File: config.mk
export PLATFORM = sky130hd
export DESIGN_NAME = osd_dot_mixer
export DESIGN_NICKNAME = d
export VERILOG_FILES = /design/src/rtl/osd_dot_mixer.sv
export SDC_FILE = /design/constraint.sdc
export NUM_CORES = 1
export LEC_CHECK = 0
export BUFFER_PORTS_ARGS = -buffer_cell sky130_fd_sc_hd__buf_2
export CORE_AREA = 2 2 39 41
export DETAILED_ROUTE_END_ITERATION = 10
export DIE_AREA = 0 0 41 43
export GPL_TIMING_DRIVEN = 0
export PLACE_DENSITY_LB_ADDON = 0.25
export SETUP_SLACK_MARGIN = 0.5
export SLEW_MARGIN = 20
export SYNTH_ARGS = -nofsm -noshare
export SYNTH_HDL_FRONTEND = slang
export SYNTH_SLANG_ARGS = --single-unit
File: constraint.sdc
create_clock -name clk -period 2.5 [get_ports clk]
set_clock_uncertainty 0.2 [all_clocks]
set_input_delay 0.125 -clock clk [delete_from_list [all_inputs] [get_ports clk]]
set_output_delay 0.125 -clock clk [all_outputs]
set_load 0.02 [all_outputs]
File: src/rtl/osd_dot_mixer.sv
module osd_dot_mixer #(
  parameter int CW = 4
) (
  input  logic          clk,
  input  logic          rst,
  input  logic          pix_vld,
  input  logic          row_load,
  input  logic          row_bg_en,
  input  logic          row_brd_en,
  input  logic          row_fbkg_sel,
  input  logic          dot_fg,
  input  logic          dot_border,
  input  logic          dot_bgreg,
  input  logic [CW-1:0] fg_col,
  input  logic [CW-1:0] bg_col,
  output logic [CW-1:0] col_out,
  output logic          fbkg,
  output logic          htone
);

  logic bg_q, brd_q, fsel_q;

  always_ff @(posedge clk) begin
    if (rst) begin
      bg_q   <= 1'b0;
      brd_q  <= 1'b0;
      fsel_q <= 1'b0;
    end else if (row_load) begin
      bg_q   <= row_bg_en;
      brd_q  <= row_brd_en;
      fsel_q <= row_fbkg_sel;
    end
  end

  logic sel_brd, sel_bg;
  logic [CW-1:0] nxt_col;
  logic nxt_fbkg;

  assign sel_brd  = !dot_fg && dot_border && brd_q;
  assign sel_bg   = !dot_fg && !sel_brd && dot_bgreg && bg_q;
  assign nxt_col  = dot_fg ? fg_col : (sel_bg ? bg_col : '0);
  assign nxt_fbkg = dot_fg || sel_brd || (sel_bg && fsel_q);

  always_ff @(posedge clk) begin
    if (rst) begin
      col_out <= '0;
      fbkg    <= 1'b0;
      htone   <= 1'b0;
    end else if (pix_vld) begin
      col_out <= nxt_col;
      fbkg    <= nxt_fbkg;
      htone   <= sel_bg;
    end
  end

endmodule

==> flow_metrics.tcl <==
set metrics [dict create \
    vias 443 \
    n_antenna_cell 0 \
    synth_ff_type "dfxtp_1" \
    syn-num-nets 60 \
    finalCritPeriodShare 0.673 \
    ys_ff_latch 9 \
    port_buffers 22 \
    power.total_mw 0.330 \
    antenna_found_initial 0 \
    cts.clk_slew.worst_paths_ps 60 \
    grt_pass1_vias 396 \
    avgSynthCellArea_um2 9.41 \
    core_um2 1380 \
    cts_max_path_buffers 2 \
    power_per_cell_area_nw_per_um2 477 \
    clockRootBuffer "clkbuf_4" \
    cts.sinks 9 \
    hold-worst-slack_ps 31.7 \
    register_area_um2 180 \
    p_leak_nw 0.315 \
    start_util 0.286 \
    dp_slack_ps 1370 \
    drt-total-wl_mm 1.03 \
    grt_pass1_wl_mm 1.59 \
    reg2reg_from "brd_q$_SDFFE_PP0P_" \
    gp_congestion 0.616 \
    firstDrtPassIters 4 \
    worstMarginPinSlew_ps 411 \
    crit_type "reg -> reg" \
    cts-buffers-inserted 3 \
    synthesis.area_um2 395 \
    dp_hpwl_um 654 \
    fmax_ghz 0.594 \
    rsz0062_at_grt "false" \
    critical_path.startpoint "brd_q$_SDFFE_PP0P_" \
    ys_seq_area_frac 0.456 \
    synth.area.top_cells "dfxtp_1 (46%), mux2i_1 (7.6%), a21oi_1 (6.3%), a31oi_1 (6.3%), nand4_1 (6.3%)" \
    startpoint_type "flip-flop" \
    fin_setup_tns_ps 0 \
    setup_viol 0 \
    setup_slack_ps 817 \
    synthArstFlopShare 0 \
    routed_via_density 4.52 \
    drc_errors 0 \
    fp.dieH_um 43 \
    slew_viol_final 0 \
    ant_nets 0 \
    synth_top_cell_area_share 0.456 \
    mostFrequentLayoutCells "buf_2 (22), dlygate4sd3_1 (14), dfxtp_1 (9)" \
    worstPathRequired_ps 2500 \
    fill_cells 151 \
    yosysTopAreaCell "dfxtp_1" \
    crit_path_end_kind "flip-flop" \
    row_count 14 \
    final_common_cell "buf_2" \
    ios 24 \
    clk_latency_ps 260 \
    finalHoldViolations 0 \
    nets 101 \
    gr-usage-all-layers 0.137 \
    grt_max_degree 11 \
    drive_above_1_share 0.366 \
    cts_tree "built" \
    synthCells 42 \
    synth_edf_count 0 \
    grt_overflow 0 \
    worstPathMaxFanout 6 \
    maxCapViolCount 0 \
    peakVddDrop_mv 0.194 \
    die_area_um2 1760 \
    relSlewSlack 0.726 \
    arrival_ps 1690 \
    min_period_ps 1680 \
    h-tree-depth 1 \
    yosysWarnings 0 \
    final_core_util 0.500 \
    cts_resized 0 \
    status "finished, final reports clean" \
    routedWlPerCell_um 10.5 \
    holdCritPathClass "in -> reg" \
    hold_start "dot_border" \
    ys_types 16 \
    syn2layout_area_growth_pct 75.0 \
    drt_iter0_markers 7 \
    die_x_um 41 \
    multi_input_area_um2 193 \
]
## cell usage after synthesis (3+ instances only)
| cell type | number |
|---|---|
| a31oi_1 | 4 |
| a21oi_1 | 5 |
| dfxtp_1 | 9 |
| nor2b_1 | 4 |
| nand4_1 | 4 |
| nor2_1 | 4 |
| mux2i_1 | 3 |
## kinds of logic after synthesis
group	count (synthesis)	synth area share
buffers and inverters	3	0.0570
AOI/OAI and AO/OA	11	0.187
DFF	9	0.456
and+or+nand+nor	16	0.225
muxes	3	0.0760
## final cells by class
class                           instances  area share
Buffer                                  3      0.0325
Clock buffer                            4      0.0380
Multi-Input combinational cell         30       0.278
Sequential cell                         9       0.260
Tap cell                               16      0.0289
Timing Repair Buffer                   36       0.362
## critical path, stage by stage, from the launching register on
cell           delay [ps]
dfxtp_1               320
a21oi_2               290
nand4_1               130
a21oi_1               140
dlygate4sd3_1         560
## routing by layer
layer  wire length (µm)  GRT usage  part of all wire  vias up
met2                449      0.197              0.44       19
met4                 10      0.100            0.0097        0
li1                   -          -                 -      231
met5                  0          0                 0        -
met1                470      0.165              0.46      191
met3                 99     0.0366             0.096        2
## metrics by stage
step,cell area (µm²),cells
6_report,692,98
5_1_grt,692,98
4_1_cts,692,98
3_5_place_dp,526,80
3_3_place_gp,526,80
2_1_floorplan,395,42
## final timing paths
check	slack [ps]	depth (start not counted)	end
max	820	4	col_out[0]$_SDFFE_PP0P_
min	30	4	htone$_SDFFE_PP0P_
max reg2reg	820	4	col_out[0]$_SDFFE_PP0P_
min reg2reg	270	2	htone$_SDFFE_PP0P_
## registers in the layout (all words and copies together) (netlist names)
name	flops
htone	1
col_out	4
brd_q	1
bg_q	1
fsel_q	1
fbkg	1
## power breakdown
part / total [mW] / internal (mW) / switching [mW]
sequential: 0.153 / 0.150 / 0.00306
clock: 0.110 / 0.0614 / 0.0487
combinational: 0.0667 / 0.0378 / 0.0289
## timing repair
action                                  in CTS  in global routing
endpoints found under the setup margin       0                  0
hold buffers                                14                  0
buffers inserted                             0                  0
hold endpoints to repair                     7                  0
No activity file was read; power rests on OpenSTA's default activity.
